**src/rtl/aq_pkg.sv**
```systemverilog
// Package: shared types and constants for the PWM action qualifier.
// Assumes two outputs and 2-bit codes throughout.
package aq_pkg;

    typedef enum logic [1:0] {
        ACT_NONE   = 2'b00,
        ACT_LOW    = 2'b01,
        ACT_HIGH   = 2'b10,
        ACT_TOGGLE = 2'b11
    } aq_act_e;

    typedef enum logic [1:0] {
        FRC_OFF  = 2'b00,
        FRC_LOW  = 2'b01,
        FRC_HIGH = 2'b10,
        FRC_OFF2 = 2'b11
    } aq_frc_e;

    typedef enum logic [1:0] {
        RLD_ZERO   = 2'b00,
        RLD_PRD    = 2'b01,
        RLD_EITHER = 2'b10,
        RLD_NOW    = 2'b11
    } aq_rld_e;

    // Events qualified by tick
    typedef struct packed {
        logic zero;
        logic prd;
        logic cmpa_up;
        logic cmpb_up;
    } aq_evt_t;

    localparam int ACT_W        = 10;
    localparam int FLD_ZERO_LSB = 0;
    localparam int FLD_PRD_LSB  = 2;
    localparam int FLD_CAU_LSB  = 4;
    localparam int FLD_CBU_LSB  = 8;

    localparam int ADR_CMPA  = 0;
    localparam int ADR_CMPB  = 1;
    localparam int ADR_ACT0  = 2;
    localparam int ADR_FORCE = 4;
    localparam int ADR_RLD   = 5;

    // Result of applying an action code to the current level
    function automatic logic aq_apply(input aq_act_e code, input logic cur);
        case (code)
            ACT_LOW:    return 1'b0;
            ACT_HIGH:   return 1'b1;
            ACT_TOGGLE: return ~cur;
            default:    return cur;
        endcase
    endfunction

endpackage

```
**src/rtl/aq_regs.sv**
```systemverilog
// Module: register file of the action qualifier.
// Holds the compare values, per-channel action words, the force shadow,
// the active force and the reload mode. Produces the force level that
// applies on the current tick. Assumes DATA_W >= CNT_W and >= ACT_W.
module aq_regs
    import aq_pkg::*;
#(
    parameter int CNT_W  = 16,
    parameter int ADDR_W = 3,
    parameter int DATA_W = 16,
    parameter int NUM_CH = 2
) (
    input  logic                              clk,
    input  logic                              rst_n,
    input  logic                              wr_en,
    input  logic [ADDR_W-1:0]                 wr_addr,
    input  logic [DATA_W-1:0]                 wr_data,
    input  logic                              tick,
    input  logic                              zero_q,
    input  logic                              prd_q,
    output logic [CNT_W-1:0]                  cmp_a,
    output logic [CNT_W-1:0]                  cmp_b,
    output logic [NUM_CH-1:0][ACT_W-1:0]      act_cfg,
    output logic [NUM_CH-1:0][1:0]            frc_eff
);

    localparam int FRC_W = 2 * NUM_CH;

    logic [FRC_W-1:0] frc_shd_q;
    logic [FRC_W-1:0] frc_act_q;
    aq_rld_e          rld_q;
    logic             load_now;

    // Software writes into the configuration registers
    always_ff @(posedge clk) begin
        if (!rst_n) begin
            cmp_a     <= '0;
            cmp_b     <= '0;
            act_cfg   <= '0;
            frc_shd_q <= '0;
            rld_q     <= RLD_ZERO;
        end else if (wr_en) begin
            if (wr_addr == ADDR_W'(ADR_CMPA))  cmp_a     <= wr_data[CNT_W-1:0];
            if (wr_addr == ADDR_W'(ADR_CMPB))  cmp_b     <= wr_data[CNT_W-1:0];
            if (wr_addr == ADDR_W'(ADR_FORCE)) frc_shd_q <= wr_data[FRC_W-1:0];
            if (wr_addr == ADDR_W'(ADR_RLD))   rld_q     <= aq_rld_e'(wr_data[1:0]);
            for (int ch = 0; ch < NUM_CH; ch++) begin
                if (wr_addr == ADDR_W'(ADR_ACT0 + ch))
                    act_cfg[ch] <= wr_data[ACT_W-1:0];
            end
        end
    end

    // Decide whether the shadow force reaches the active copy this tick
    always_comb begin
        case (rld_q)
            RLD_ZERO:   load_now = tick & zero_q;
            RLD_PRD:    load_now = tick & prd_q;
            RLD_EITHER: load_now = tick & (zero_q | prd_q);
            default:    load_now = tick;
        endcase
    end

    // Active force copy, refreshed from the shadow on a reload tick
    always_ff @(posedge clk) begin
        if (!rst_n) begin
            frc_act_q <= '0;
        end else if (load_now) begin
            frc_act_q <= frc_shd_q;
        end
    end

    // Force level in effect on this cycle, per channel
    generate
        for (genvar g = 0; g < NUM_CH; g++) begin : g_frc
            assign frc_eff[g] = load_now ? frc_shd_q[2*g +: 2] : frc_act_q[2*g +: 2];
        end
    endgenerate

endmodule

```
**src/rtl/aq_event_decode.sv**
```systemverilog
// Module: qualifies the time-base strobes with tick and detects
// upward compare matches against both compare registers.
// Assumes the strobes and counter are valid whenever tick is high.
module aq_event_decode
    import aq_pkg::*;
#(
    parameter int CNT_W = 16
) (
    input  logic             tick,
    input  logic [CNT_W-1:0] cnt,
    input  logic             dir_up,
    input  logic             zero_evt,
    input  logic             prd_evt,
    input  logic [CNT_W-1:0] cmp_a,
    input  logic [CNT_W-1:0] cmp_b,
    output aq_evt_t          evt
);

    // Event vector valid only on a tick
    always_comb begin
        evt.zero    = tick & zero_evt;
        evt.prd     = tick & prd_evt;
        evt.cmpa_up = tick & dir_up & (cnt == cmp_a);
        evt.cmpb_up = tick & dir_up & (cnt == cmp_b);
    end

endmodule

```
**src/rtl/aq_channel.sv**
```systemverilog
// Module: one output of the action qualifier. Picks the action of the
// highest-priority event whose code is not "none" (period, compare B,
// compare A, zero), lets an active force override it, and registers
// the result on a tick. Assumes evt is already gated by tick.
module aq_channel
    import aq_pkg::*;
(
    input  logic             clk,
    input  logic             rst_n,
    input  logic             tick,
    input  aq_evt_t          evt,
    input  logic [ACT_W-1:0] act,
    input  logic [1:0]       frc,
    output logic             pwm
);

    aq_act_e code;
    logic    nxt;

    // Priority selection: later statements override earlier ones
    always_comb begin
        code = ACT_NONE;
        if (evt.zero && act[FLD_ZERO_LSB +: 2] != 2'b00)
            code = aq_act_e'(act[FLD_ZERO_LSB +: 2]);
        if (evt.cmpa_up && act[FLD_CAU_LSB +: 2] != 2'b00)
            code = aq_act_e'(act[FLD_CAU_LSB +: 2]);
        if (evt.cmpb_up && act[FLD_CBU_LSB +: 2] != 2'b00)
            code = aq_act_e'(act[FLD_CBU_LSB +: 2]);
        if (evt.prd && act[FLD_PRD_LSB +: 2] != 2'b00)
            code = aq_act_e'(act[FLD_PRD_LSB +: 2]);
    end

    // Next level: force overrides the event action
    always_comb begin
        case (aq_frc_e'(frc))
            FRC_LOW:  nxt = 1'b0;
            FRC_HIGH: nxt = 1'b1;
            default:  nxt = aq_apply(code, pwm);
        endcase
    end

    // Output register, updated on ticks only
    always_ff @(posedge clk) begin
        if (!rst_n) begin
            pwm <= 1'b0;
        end else if (tick) begin
            pwm <= nxt;
        end
    end

endmodule

```
**src/rtl/pwm_action_qual.sv**
```systemverilog
// Module: two-channel PWM action qualifier top. Connects the register
// file, the event decoder and one output stage per channel.
// Assumes a free-running external time base supplies cnt, dir_up,
// zero_evt, prd_evt and tick.
module pwm_action_qual
    import aq_pkg::*;
#(
    parameter int CNT_W  = 16,
    parameter int ADDR_W = 3,
    parameter int DATA_W = 16
) (
    input  logic              clk,
    input  logic              rst_n,
    input  logic              tick,
    input  logic [CNT_W-1:0]  cnt,
    input  logic              dir_up,
    input  logic              zero_evt,
    input  logic              prd_evt,
    input  logic              wr_en,
    input  logic [ADDR_W-1:0] wr_addr,
    input  logic [DATA_W-1:0] wr_data,
    output logic              pwm_a,
    output logic              pwm_b
);

    localparam int NUM_CH = 2;

    logic [CNT_W-1:0]                 cmp_a;
    logic [CNT_W-1:0]                 cmp_b;
    logic [NUM_CH-1:0][ACT_W-1:0]     act_cfg;
    logic [NUM_CH-1:0][1:0]           frc_eff;
    logic [NUM_CH-1:0]                pwm_vec;
    aq_evt_t                          evt;

    aq_regs #(
        .CNT_W  (CNT_W),
        .ADDR_W (ADDR_W),
        .DATA_W (DATA_W),
        .NUM_CH (NUM_CH)
    ) u_regs (
        .clk     (clk),
        .rst_n   (rst_n),
        .wr_en   (wr_en),
        .wr_addr (wr_addr),
        .wr_data (wr_data),
        .tick    (tick),
        .zero_q  (evt.zero),
        .prd_q   (evt.prd),
        .cmp_a   (cmp_a),
        .cmp_b   (cmp_b),
        .act_cfg (act_cfg),
        .frc_eff (frc_eff)
    );

    aq_event_decode #(
        .CNT_W (CNT_W)
    ) u_dec (
        .tick     (tick),
        .cnt      (cnt),
        .dir_up   (dir_up),
        .zero_evt (zero_evt),
        .prd_evt  (prd_evt),
        .cmp_a    (cmp_a),
        .cmp_b    (cmp_b),
        .evt      (evt)
    );

    generate
        for (genvar g = 0; g < NUM_CH; g++) begin : g_ch
            aq_channel u_ch (
                .clk   (clk),
                .rst_n (rst_n),
                .tick  (tick),
                .evt   (evt),
                .act   (act_cfg[g]),
                .frc   (frc_eff[g]),
                .pwm   (pwm_vec[g])
            );
        end
    endgenerate

    assign pwm_a = pwm_vec[0];
    assign pwm_b = pwm_vec[1];

endmodule

```
**config.mk**
```make
export PLATFORM = sky130hd
export DESIGN_NAME = pwm_action_qual
export DESIGN_NICKNAME = d
export VERILOG_FILES = /design/src/rtl/aq_pkg.sv /design/src/rtl/aq_regs.sv /design/src/rtl/aq_event_decode.sv /design/src/rtl/aq_channel.sv /design/src/rtl/pwm_action_qual.sv
export SDC_FILE = /design/constraint.sdc
export NUM_CORES = 1
export LEC_CHECK = 0
export BUFFER_PORTS_ARGS = -buffer_cell sky130_fd_sc_hd__buf_2
export CAP_MARGIN = 20
export CORE_MARGIN = 5
export CORE_UTILIZATION = 50
export CTS_CLUSTER_SIZE = 8
export DETAILED_ROUTE_END_ITERATION = 8
export MAX_ROUTING_LAYER = met4
export PLACE_DENSITY = 0.81
export SLEW_MARGIN = 20
export SYNTH_ARGS = -nofsm -noshare
export SYNTH_HDL_FRONTEND = slang
export SYNTH_SLANG_ARGS = --single-unit
export TNS_END_PERCENT = 100
```
**constraint.sdc**
```tcl
create_clock -name clk -period 3.7 [get_ports clk]
set_input_delay 0.37 -clock clk [delete_from_list [all_inputs] [get_ports clk]]
set_output_delay 0.37 -clock clk [all_outputs]
set_load 0.005 [all_outputs]
```
==> flow_summary.ini, run 1 <==
[status]
status = complete, no violations

[placement]
numPortBuffers = 43
place_ws_ps = 830.8
dp_hpwl_um = 5130
gp_congestion = 0.8406

[cells_and_area]
area_growth_syn_to_layout_pct = 14.75
drive_above_1_share_pct = 17.21
n_antenna_cell = 0
layout.nets = 446
fillers = 531

[die]
io_pins = 44
initial_core_util_pct = 51.56
core_um2 = 5921
rows = 28
die_w_um = 88.14
die_h_um = 88.14
die-area_um2 = 7769

[routing]
antenna_left = 0
remaining_drc_errors = 0
drt-pass1-iter-count = 4
drtIter0Drc = 149
avgRoutedWirePerCell_um = 15.12
routed_wl_um = 7198
post_drt_via_cell_ratio = 5.380
vias = 2561

[power_and_ir_drop]
p_leak_uw = 0.001336
peakVddDrop_mv = 0.2269
power_density_nw_per_um2 = 377.0

[setup_path]
slowest_stage = o21ai_1
max_stage_delay_ps = 430
start_kind = register
crit_buf_inv = 2
crit_type = reg2reg
path_delay_family = compound AO/OA/AOI/OAI gates
crit_required_ps = 3970
cp_max_fo = 4
arrival_ps = 3200
worstPathCellList = inv_1, ha_1, a211oi_1, nor2_1, o21ai_1, mux2i_1, inv_1, ha_1, or2_2, o31a_1, a31oi_1
end_kind = register

[clock_network]
cts_inserted_buffers = 9
clkLatencyLatePin_ps = 340
cts_root_buffer = clkbuf_8
cts_tree = yes
clock-sinks = 60
cts_setup_buffers = 0
path_clk_slew_ps = 60
cts.repair.resized = 0
htreeDepth = 3
clock_path_buffers = 2
cts_hold_buf = 0

[sta]
max_slew_margin_pct = 30.10
grt_setup_unrepaired = no
finalHoldViolations = 0
drv_slew = 0
tightest_slew_ps = 1046
fmax_ghz = 0.3410
skew_ps = 6.322
finalSetupViolations = 0
min_period_over_period_pct = 79.27
setup_tns_ps = 0
period_minus_slack_ps = 2933
setup_ws_ps = 767.1

[global_routing]
met3_usage_pct = 2.916
track_usage_pct = 21.17
grt.met2_usage_pct = 33.97
grt_pass1_vias = 2665
top_usage_layer = met2
grt_start_max_net_pins = 61
met1_usage_pct = 24.99
grt_pass1_wl_um = 12140
grt_overflow = 0
antenna_found_initial = 0

[logic_synthesis]
ys_ff_latch = 60
ys_seq_area_share_pct = 39.34
synth_cell_types = 35
syn_area_per_cell_um2 = 8.576
yosys_warnings = 0
syn-num-nets = 405
synth_area_um2 = 3053
syn_inst = 356

[run]
cap_viol_max_count = 0

[worst_hold_path]
hold_class = in2reg
metrics by stage:
step | util [%] | hold slack, ps | total power [µW] | instance area, µm² | cells
finish | 59.17 | 284.7 | 1321 | 3503 | 476
global route | 59.17 | 286.6 | 1369 | 3503 | 476
CTS | 58.94 | 278.2 | 1327 | 3490 | 475
detailed placement | 56.07 | 464.1 | 812.3 | 3319 | 460
global placement | 56.07 | 449.8 | 808.3 | 3319 | 460
floorplan | - | 439.0 | 754.8 | 3053 | 356
power breakdown:
| group | switching, µW | leakage, µW | internal (µW) |
|---|---|---|---|
| Sequential | 8.89 | 0.000485 | 659 |
| Combinational | 72.5 | 0.000768 | 59.3 |
| Clock | 244 | 0.0000828 | 277 |
synthesized netlist by cell type:
cell       n  area share, %
nand2b_1   4           0.82
mux2i_1   18            5.9
nor4_1     1           0.21
a21o_1     2           0.49
nand4b_1   1           0.29
nand2_1   81             10
and3_1     4           0.82
nor3_1     5           0.82
and3_2     4           0.98
o31a_1     2           0.57
inv_1      9            1.1
o21ai_1    1           0.16
nor3b_1    2           0.49
a31oi_1    6            1.2
nor2_1     6           0.74
o41ai_1    2           0.57
xor2_1     6            1.7
a211oi_1   1           0.25
nand3_1   10            1.6
xnor2_1   26            7.5
clkbuf_1  14            1.7
dfxtp_1   60             39
ha_1       7            2.9
o211ai_1   2           0.49
o21a_1     2           0.49
or3_1      2           0.41
a21boi_0  40            9.8
nor2b_1   18            3.7
o31ai_1    2           0.49
nor3_2     1           0.33
a21oi_1    3           0.49
nor4_4     1           0.70
o32a_1     2           0.66
nand4_1    6            1.2
or2_2      5            1.0
worst reg2reg max path, delay by kind of cell (launching register included):
kind	cells	cell delay (ps)
AOI/OAI and AO/OA	4	1070
adders and majority gates	2	510
muxes	1	390
DFF	1	380
and+or+nand+nor	2	380
buffers and inverters	2	140
cells by family (layout without fill, tap and decap cells):
logic type / count (synthesis) / in the layout / synth area share [%]
xor gates and xnor gates: 32 / 32 / 9.180
buffers and inverters: 23 / 68 / 2.828
and+or+nand+nor: 151 / 151 / 24.14
AOI/OAI and AO/OA: 65 / 65 / 15.74
muxes: 18 / 18 / 5.902
adders and majority gates: 7 / 7 / 2.869
DFF: 60 / 60 / 39.34
cells in the final DEF (no fill, tap or decap), types with 2 or more instances in the layout:
cell,instances
o32a_1,2
a21boi_0,40
clkbuf_8,11
xor2_1,6
ha_1,7
nor3_1,3
inv_1,9
nor2b_1,18
nand2_1,81
nand3_1,10
o31a_1,2
buf_2,43
nor3b_1,2
nor2_1,6
nand4_1,6
nand2b_1,4
o41ai_1,2
o21a_1,2
clkbuf_1,3
nor3_2,2
and3_1,4
a31oi_1,6
mux2i_1,18
dfxtp_1,60
and3_2,4
or3_1,2
a21o_1,2
or2_2,5
a21oi_1,3
xnor2_1,26
o211ai_1,2
o31ai_1,2
flip-flops by register name, summed over array words and instances (netlist names):
| signal | flops |
|---|---|
| u_regs.act_cfg | 16 |
| g_ch.u_ch.pwm | 2 |
| u_regs.cmp_a | 16 |
| u_regs.rld_q | 2 |
| u_regs.frc_act_q | 4 |
| u_regs.cmp_b | 16 |
| u_regs.frc_shd_q | 4 |
layer usage:
layer  up-vias  wire length (µm)
met5         -                 0
met4         0               215
met3        19               341
met2        60              3569
met1      1194              3071
li1       1288                 -
final cells by class:
cell class	count	area, µm²	share of cell area [%]
timing repair buffer	44	222.7	6.357
clock buffer	14	162.7	4.643
sequential	60	1201	34.29
tap	75	93.84	2.679
inverter	9	33.78	0.9643
multi-input combinational	273	1782	50.86
clock inverter	1	7.507	0.2143
worst paths after layout:
path | depth (start not counted) | slack, ps | end | startpoint
setup reg to reg | 11 | 770 | g_ch[0].u_ch.pwm$_SDFFE_PN0P_ | u_regs.rld_q[0]$_SDFFE_PN0P_
hold / removal | 3 | 280 | u_regs.cmp_b[7]$_SDFFE_PN0P_ | wr_data[7]
setup / recovery | 11 | 770 | g_ch[0].u_ch.pwm$_SDFFE_PN0P_ | u_regs.rld_q[0]$_SDFFE_PN0P_
hold reg to reg | 2 | 470 | u_regs.act_cfg[11]$_SDFFE_PN0P_ | u_regs.act_cfg[11]$_SDFFE_PN0P_
No activity file was read; power rests on OpenSTA's default activity.
==> run 2, diff against run 1 <==
==> constraint.sdc (replaced) <==
create_clock -name clk -period 2.95 [get_ports clk]
set_input_delay 0.295 -clock clk [delete_from_list [all_inputs] [get_ports clk]]
set_output_delay 0.295 -clock clk [all_outputs]
set_load 0.005 [all_outputs]
==> run 2 against run 1 <==
- maximum frequency grew 9.2%
- worst setup slack got worse by 500 ps
- die area stayed put
- wire length fell by 0.58%
- cell area increased by 1.1%
- combinational power grew 29%
- register-to-register slack worse by 500 ps
- clock skew shrank 1.6 ps
- count of clock-buffer cells in the layout is 1 lower
- critical path type unchanged
==> flow_summary.ini, run 2 (synthesis results as in run 1) <==
[global_routing]
antenna_found_initial = 0
grt_overflow = 0
grt_pass1_wl_um = 11830
grt_pass1_vias = 2621
track_usage_pct = 20.60
grt_start_max_net_pins = 61

[cells_and_area]
final_cell_mix = nand2_1 (81), dfxtp_1 (60), buf_2 (43)
postLayoutCoreUtil_pct = 59.81
layout.nets = 451
drive_above_1_share_pct = 18.97
final_common_cell = nand2_1
register_area_um2 = 1201
area_growth_syn_to_layout_pct = 15.98
fin_cells = 481
reg.largest.list = u_regs.act_cfg x16, u_regs.cmp_a x16, u_regs.cmp_b x16
n_antenna_cell = 0
multi_input_area_um2 = 1783
fillers = 533

[sta]
tightest_slew_ps = 857.4
setup_tns_ps = 0
drv_slew = 0
fmax_ghz = 0.3724
min_period_over_period_pct = 91.03
finalSetupViolations = 0
skew_ps = 4.760
period_minus_slack_ps = 2685
finalHoldViolations = 0
grt_setup_unrepaired = no
hold_ws_ps = 223.5
max_slew_margin_pct = 42.84

[setup_path]
start_kind = register
crit_type = reg2reg
arrival_ps = 2940
crit_required_ps = 3200
end_kind = register
cp_max_fo = 4

[clock_network]
cts_hold_buf = 0
cts_root_buffer = clkbuf_8
cts_inserted_buffers = 9
path_clk_slew_ps = 60
htreeDepth = 3
cts_tree = yes
clkLatencyLatePin_ps = 330
clock-sinks = 60
clock_path_buffers = 2

[routing]
vias = 2573
drt-pass1-iter-count = 5
antenna_left = 0
remaining_drc_errors = 0
routed_wl_um = 7156
drtIter0Drc = 132
avgRoutedWirePerCell_um = 14.88
post_drt_via_cell_ratio = 5.349

[power_and_ir_drop]
switchingPower_uw = 399.8
swShare_pct = 24.25
total_power_uw = 1648
peakVddDrop_mv = 0.2470
comb_power_share_pct = 10.3
p_seq_share_pct = 50.8
pwr-share-clk_pct = 38.9
p_leak_uw = 0.001362
p_int_uw = 1249
power_density_nw_per_um2 = 465.5

[die]
die_h_um = 88.14
rows = 28
initial_core_util_pct = 51.56
core_um2 = 5921
io_pins = 44
die-area_um2 = 7769
die_w_um = 88.14

[status]
status = complete, no violations

[run]
cap_viol_max_count = 0

[placement]
numPortBuffers = 43
dp_hpwl_um = 5156
dp.cells = 464
gp_congestion = 0.8490

[worst_hold_path]
hold_class = in2reg
-- run 2: worst paths after layout --
path | start | to | slack, ps | depth (start not counted)
hold reg to reg | u_regs.act_cfg[11]$_SDFFE_PN0P_ | u_regs.act_cfg[11]$_SDFFE_PN0P_ | 470 | 2
hold / removal | wr_data[6] | u_regs.cmp_b[6]$_SDFFE_PN0P_ | 220 | 3
setup / recovery | u_regs.rld_q[0]$_SDFFE_PN0P_ | g_ch[0].u_ch.pwm$_SDFFE_PN0P_ | 260 | 12
setup reg to reg | u_regs.rld_q[0]$_SDFFE_PN0P_ | g_ch[0].u_ch.pwm$_SDFFE_PN0P_ | 260 | 12
-- run 2: final cells by class --
| class | instances | area share [%] |
|---|---|---|
| Inverter | 9 | 0.9541 |
| Timing Repair Buffer | 49 | 7.350 |
| Tap cell | 75 | 2.650 |
| Clock buffer | 13 | 4.488 |
| Sequential cell | 60 | 33.92 |
| Clock inverter | 2 | 0.2827 |
| Multi-Input combinational cell | 273 | 50.35 |
-- run 2: power groups by stage --
stage / sequential (µW) / combinational, µW / clock, µW
floorplan: 853 / 93.6 / 0
global placement: 855 / 161 / 0
detailed placement: 856 / 165 / 0
CTS: 838 / 166 / 648
global route: 839 / 186 / 688
finish: 838 / 170 / 641
-- run 2: routing by layer --
metal	GRT usage (%)	part of all wire [%]
met1	25.30	45
met2	32.26	49
met3	3.198	4.2
met4	11.40	2.3
met5	-	0
-- run 2: what timing repair did --
item,in CTS,in global routing
setup buffers,0,2
setup endpoints to repair,0,2
gates resized for setup,0,2
-- run 2: critical path: stages, from the launching register on --
cell      delay [ps]
dfxtp_1          380
inv_1             60
ha_1             300
a211oi_1         210
nor2_1            80
o21ai_2          160
buf_4            130
mux2i_2          280
inv_1             90
ha_1             200
or2_2            300
o31a_1           240
a31oi_1          170
-- run 2: through the flow --
step	instance area (µm²)	setup WS [ps]
floorplan	3053	386.5
global placement	3349	262.0
detailed placement	3349	63.68
CTS	3518	29.55
global route	3541	14.93
finish	3541	264.5
